<file path="config.mk">
export PLATFORM = sky130hd
export DESIGN_NAME = serial_adder
export DESIGN_NICKNAME = d
export VERILOG_FILES = /design/src/rtl/serial_adder_pkg.sv /design/src/rtl/sa_shift_reg.sv /design/src/rtl/sa_full_adder.sv /design/src/rtl/sa_carry_ff.sv /design/src/rtl/serial_adder.sv
export SDC_FILE = /design/constraint.sdc
export NUM_CORES = 1
export LEC_CHECK = 0
export CAP_MARGIN = 20
export CORE_AREA = 10 10 47 49
export DETAILED_ROUTE_END_ITERATION = 10
export DIE_AREA = 0 0 57 59
export GPL_ROUTABILITY_DRIVEN = 0
export PLACE_DENSITY_LB_ADDON = 0.05
export SYNTH_ARGS = -nofsm -noshare
export SYNTH_HDL_FRONTEND = slang
export SYNTH_SLANG_ARGS = --single-unit
</file>
<file path="constraint.sdc">
create_clock -name clk -period 1.7 [get_ports clk]
set_input_delay 0.34 -clock clk [delete_from_list [all_inputs] [get_ports clk]]
set_output_delay 0.34 -clock clk [all_outputs]
set_load 0.02 [all_outputs]
</file>
<file path="src/rtl/serial_adder_pkg.sv">
package serial_adder_pkg;
  typedef enum logic [1:0] {
    CTL_HOLD     = 2'b00,
    CTL_SHIFT    = 2'b01,
    CTL_HOLD_ALT = 2'b10,
    CTL_LOAD     = 2'b11
  } ctl_code_e;

  typedef struct packed {
    logic load;
    logic shift;
  } ctl_dec_t;

  function automatic ctl_dec_t decode_ctl(input logic [1:0] code);
    ctl_dec_t d;
    d.load  = (code == CTL_LOAD);
    d.shift = (code == CTL_SHIFT);
    return d;
  endfunction
endpackage

</file>
<file path="src/rtl/sa_shift_reg.sv">
module sa_shift_reg #(
  parameter int W = 4
) (
  input  logic         clk,
  input  logic         rst_n,
  input  logic         load,
  input  logic         shift,
  input  logic [W-1:0] par_in,
  input  logic         ser_in,
  output logic [W-1:0] q
);
  logic [W-1:0] nxt;

  for (genvar i = 0; i < W; i++) begin : g_bit
    if (i == W-1) begin : g_top
      always_comb begin
        if (load)       nxt[i] = par_in[i];
        else if (shift) nxt[i] = ser_in;
        else            nxt[i] = q[i];
      end
    end else begin : g_mid
      always_comb begin
        if (load)       nxt[i] = par_in[i];
        else if (shift) nxt[i] = q[i+1];
        else            nxt[i] = q[i];
      end
    end
  end

  always_ff @(posedge clk or negedge rst_n) begin
    if (!rst_n) q <= '0;
    else        q <= nxt;
  end
endmodule

</file>
<file path="src/rtl/sa_full_adder.sv">
module sa_full_adder (
  input  logic a,
  input  logic b,
  input  logic cin,
  output logic s,
  output logic cout
);
  always_comb begin
    s    = a ^ b ^ cin;
    cout = (a & b) | (a & cin) | (b & cin);
  end
endmodule

</file>
<file path="src/rtl/sa_carry_ff.sv">
module sa_carry_ff (
  input  logic clk,
  input  logic rst_n,
  input  logic en,
  input  logic d,
  output logic q
);
  always_ff @(posedge clk or negedge rst_n) begin
    if (!rst_n)  q <= 1'b0;
    else if (en) q <= d;
  end
endmodule

</file>
<file path="src/rtl/serial_adder.sv">
module serial_adder
  import serial_adder_pkg::*;
#(
  parameter int W = 4
) (
  input  logic         clk,
  input  logic         rst_n,
  input  logic [W-1:0] op_a,
  input  logic [W-1:0] op_b,
  input  logic [1:0]   mode,
  output logic [W-1:0] sum,
  output logic         carry_out
);
  ctl_dec_t     ctl;
  logic [W-1:0] acc_q;
  logic [W-1:0] opb_q;
  logic         fa_s;
  logic         fa_c;
  logic         cy_q;
  logic         cy_en;
  logic         cy_d;

  assign ctl = decode_ctl(mode);

  sa_shift_reg #(.W(W)) u_acc (
    .clk    (clk),
    .rst_n  (rst_n),
    .load   (ctl.load),
    .shift  (ctl.shift),
    .par_in (op_a),
    .ser_in (fa_s),
    .q      (acc_q)
  );

  sa_shift_reg #(.W(W)) u_opb (
    .clk    (clk),
    .rst_n  (rst_n),
    .load   (ctl.load),
    .shift  (ctl.shift),
    .par_in (op_b),
    .ser_in (1'b0),
    .q      (opb_q)
  );

  sa_full_adder u_fa (
    .a    (acc_q[0]),
    .b    (opb_q[0]),
    .cin  (cy_q),
    .s    (fa_s),
    .cout (fa_c)
  );

  // load clears the carry, shift captures the adder carry
  always_comb begin
    cy_en = ctl.load | ctl.shift;
    cy_d  = ctl.shift ? fa_c : 1'b0;
  end

  sa_carry_ff u_cy (
    .clk   (clk),
    .rst_n (rst_n),
    .en    (cy_en),
    .d     (cy_d),
    .q     (cy_q)
  );

  assign sum       = acc_q;
  assign carry_out = cy_q;
endmodule

</file>
Word-level counts from Yosys, hierarchy flattened

Index checks and enable logic that the tools add are counted.

Bitwise operators: 8
Reductions and logical operators: 1
Mux-type cells: 17
Equal/unequal tests: 2

Operator list:

| cell                                                | number |
|---|---|
| 2-to-1 mux 1 bit                                    | 17 |
| bitwise AND 1 bit                                   | 3 |
| bitwise OR 1 bit                                    | 3 |
| equality test 2 x 1 -> 1 bit, second input constant | 1 |
| equality test 2 bit, second input constant          | 1 |
| nonzero test 2 bit                                  | 1 |
| XOR 1 bit                                           | 2 |

Logic and storage cells: 31
Flip-flop bits (word level): 9
Output and inout port bits: 5
Input port bits: 12

Logic depth before layout (Yosys ltp)

Depth after elaboration: 4
Gate-level depth with buffers: 4
Mapped depth without buffers: 4

Hierarchy

From an unflattened synthesis, not the netlist that was laid out.

Cell total of the unflattened synthesis: 42
Area total of the unflattened synthesis: 466.7 µm²

Modules (own cells, without submodules):

| module        | sequential area each (µm²) | cells an instance | area an instance (µm²) | times used |
|---|---|---|---|---|
| sa_shift_reg  | 100.1                      | 17                | 186.4                  | 2 |
| sa_carry_ff   | 25.0                       | 2                 | 40.0                   | 1 |
| serial_adder  | 0.0                        | 5                 | 33.8                   | 1 |
| sa_full_adder | 0.0                        | 1                 | 20.0                   | 1 |

Least setup slack after synthesis

Ideal clock, no wire load.

Path kind: register to register
Start point: register u_cy.q
End point: register u_acc.q[3]
Required time: 1.580 ns
Buffers on the path: 0
Stages on the path, launching flop included: 5
Setup time: 0.120 ns
Clock period less this slack: 1.426 ns
Setup slack: 0.274 ns
Arrival time: 1.306 ns
Cells stage by stage: dfrtp_1 inv_1 fa_1 nand2b_1 a31o_1

Cells in the longest elaborated chain, start to end: 3

Ends and longest elaborated chain:

| what                   | line               | text |
|---|---|---|
| start, declared        | sa_carry_ff.sv:6   | `output logic q` |
| start signal, assigned | sa_carry_ff.sv:9   | `if (!rst_n) q <= 1'b0;` |
| start signal, assigned | sa_carry_ff.sv:10  | `else if (en) q <= d;` |
| XOR 1 bit              | sa_full_adder.sv:9 | `s = a ^ b ^ cin;` |
| 2-to-1 mux 1 bit       | sa_shift_reg.sv:18 | `else if (shift) nxt[i] = ser_in;` |
| 2-to-1 mux 1 bit       | sa_shift_reg.sv:17 | `if (load) nxt[i] = par_in[i];` |
| end signal, assigned   | sa_shift_reg.sv:32 | `else q <= nxt;` |
| end, declared          | sa_shift_reg.sv:10 | `output logic [W-1:0] q` |

No other way between the ends. The select of a mux whose other input is x is not followed.
A chain may end at the register's enable or synchronous reset.

Final worst setup path

Start point: register u_acc.q[1]
End point: output port sum[1]

RTL lines:

| what          | line               | text |
|---|---|---|
| end, declared | serial_adder.sv:11 | `output logic [W-1:0] sum,` |

No word-level cell between the ends.

==> impl_metrics.py <==
metrics = {
    "sta": {
        "fin_crit_sh": 0.944,
        "relSlewSlack": 0.691,
        "final_max_slew_viol_count": 0,
        "period_needed_ps": 1600,
        "tightest_slew_ps": 462,
        "tns_ps": 0,
        "rsz0062_at_grt": "no",
        "max_freq_ghz": 0.623,
        "finalHoldViolations": 0,
        "skew_ps": 2.15,
        "setup_viol": 0,
    },
    "power": {
        "power-per-cell-area_nw_per_um2": 914,
        "finalPower_w": 0.000582,
        "power.leakage_nw": 0.284,
        "peakVddDrop_v": 0.000437,
    },
    "route": {
        "drc": 0,
        "vias": 362,
        "drt-initial-drc-count": 5,
        "ant_nets": 0,
        "drt-pass1-iter-count": 4,
        "wl_um": 1020,
        "vias_per_cell": 4.70,
        "wire_per_inst_um": 13.3,
    },
    "grt": {
        "first_global_vias": 383,
        "grt_use_met1": 0.0612,
        "grt_pass1_wl_um": 1630,
        "grt_use_met3": 0.0300,
        "antenna_found_initial": 0,
        "grt_overflow": 0,
        "grt_max_degree": 19,
        "grt-busiest-layer": "met2",
        "track_usage": 0.0620,
        "use_met2": 0.0977,
    },
    "worst_setup_path": {
        "critPathArrivalTime_ps": 1260,
        "crit_buf_inv": 1,
        "reg2reg_from": "u_cy.q$_DFFE_PN0P_",
        "path_cells": "clkdlybuf4s50_1",
        "cp_slowest_cell": "clkdlybuf4s50_1",
        "crit_start": "u_acc.q[1]$_DFFE_PN0P_",
        "cp_max_fo": 3,
        "worst-r2r-setup-slack_ps": 380,
        "worst_setup_path_end_kind": "output port",
        "startpoint_type": "register",
        "cpLargestDelayFamily": "buffers and inverters",
        "crit_type": "reg -> out",
        "crit_required_ps": 1360,
        "cp_slowest_stage_delay_ps": 620,
    },
    "clock_network": {
        "h-tree-depth": 1,
        "cts_root_buf": "clkbuf_4",
        "cts.sinks": 9,
        "clk_latency_ps": 260,
        "cts_hold_buf": 0,
        "clk_pin_slew_ps": 60,
        "cts_made_buffers": 3,
        "cts_setup_buffers": 0,
        "cts_buffer_depth": 2,
        "cts_tree": "built",
        "ctsResizeCount": 0,
    },
    "place": {
        "placedCellCount": 73,
        "port_buffers": 16,
        "hpwlAfterDp_um": 794,
        "place_area_um2": 611,
    },
    "yosys": {
        "synth_seq_area_share": 0.489,
        "syn_area_per_cell_um2": 10.5,
        "synth_cell_types": 14,
        "netlist_area_um2": 460,
        "synthCells": 44,
        "yosys_register_bits": 9,
        "syn_nets": 57,
        "synth_warnings": 0,
    },
    "hold_path": {
        "hp-class": "in -> async",
    },
    "cells_and_area": {
        "nNetsFinal": 75,
        "num_antenna_cells": 0,
        "fin_cells": 77,
        "stdcell_area_um2": 637,
        "mostFrequentLayoutCell": "clkdlybuf4s50_1",
        "drive_above_1_share": 0.0656,
        "final_cell_mix": "clkdlybuf4s50_1 (16), dfrtp_1 (9), mux2i_1 (6), nor2_1 (6), a21oi_1 (6)",
        "synthToLayoutAreaGrowth_pct": 38.3,
    },
    "die": {
        "fp.dieW_um": 57,
        "fp.coreArea_um2": 1400,
        "initial_core_util": 0.329,
        "die_height_um": 59,
        "io_pins": 17,
        "die_area_um2": 3360,
        "rows": 14,
    },
    "run_status": {
        "outcome": "finished clean",
    },
    "job": {
        "cap_violations": 0,
    },
}
## cell type report
type | instances | area (µm²)
multi-input cells | 27 | 183
inverters | 4 | 15.0
well taps | 16 | 20.0
flip-flops and latches | 9 | 225
clock buffers | 4 | 26.3
repair buffers | 17 | 168
fillers | 146 | 764
## through the flow
stage	setup slack [ps]	hold WS (ps)	utilization
finish	95.0	378	0.454
global route	49.8	401	0.454
CTS	61.6	386	0.454
detailed placement	119	520	0.436
global placement	137	512	0.436
floorplan	274	44.4	-
## where the power goes
part | leakage (nW) | switching (W) | total (W) | internal [W]
logic | 0.164 | 0.0000734 | 0.000158 | 0.0000850
clock network | 0.0150 | 0.0000725 | 0.000163 | 0.0000903
registers | 0.105 | 0.0000183 | 0.000261 | 0.000243
total | 0.284 | 0.000164 | 0.000582 | 0.000418
## Yosys cell counts
| cell type | instances | area [µm²] |
|---|---|---|
| dfrtp_1 | 9 | 225 |
| a21oi_1 | 6 | 30.0 |
| mux2i_1 | 6 | 60.1 |
| nor2_1 | 6 | 22.5 |
| inv_1 | 4 | 15.0 |
| nand2b_1 | 3 | 18.8 |
| buf_4 | 2 | 15.0 |
| buf_6 | 2 | 22.5 |
| a31o_1 | 1 | 8.76 |
| fa_1 | 1 | 20.0 |
| nand3_1 | 1 | 5.00 |
| nor2b_1 | 1 | 6.26 |
| o21ai_0 | 1 | 5.00 |
| o22ai_1 | 1 | 6.26 |
## registers in the layout, summed over array words and instances (netlist names)
register / count
u_acc.q: 4
u_cy.q: 1
u_opb.q: 4
## routing by layer
metal	vias up	wire (µm)
met5	-	0
met4	0	0
met3	0	82
met2	10	498
met1	175	443
li1	177	-
## kinds of logic (layout without fill, tap and decap cells)
group | Yosys count | count (layout) | synth area share
simple gates | 11 | 11 | 0.114
fa+ha+maj | 1 | 1 | 0.0435
mux | 6 | 6 | 0.130
buf+inv | 8 | 25 | 0.114
flops | 9 | 9 | 0.489
compound gates | 9 | 9 | 0.109
## path summary, 6_finish.rpt
kind | end | depth (start not counted)
max | sum[1] | 1
min | u_cy.q$_DFFE_PN0P_ | 1
max reg2reg | u_acc.q[3]$_DFFE_PN0P_ | 4
min reg2reg | u_opb.q[0]$_DFFE_PN0P_ | 2
max in group asynchronous | u_opb.q[3]$_DFFE_PN0P_ | 1
min in group clk | u_opb.q[0]$_DFFE_PN0P_ | 2
Power figures use the tool's default switching activity.
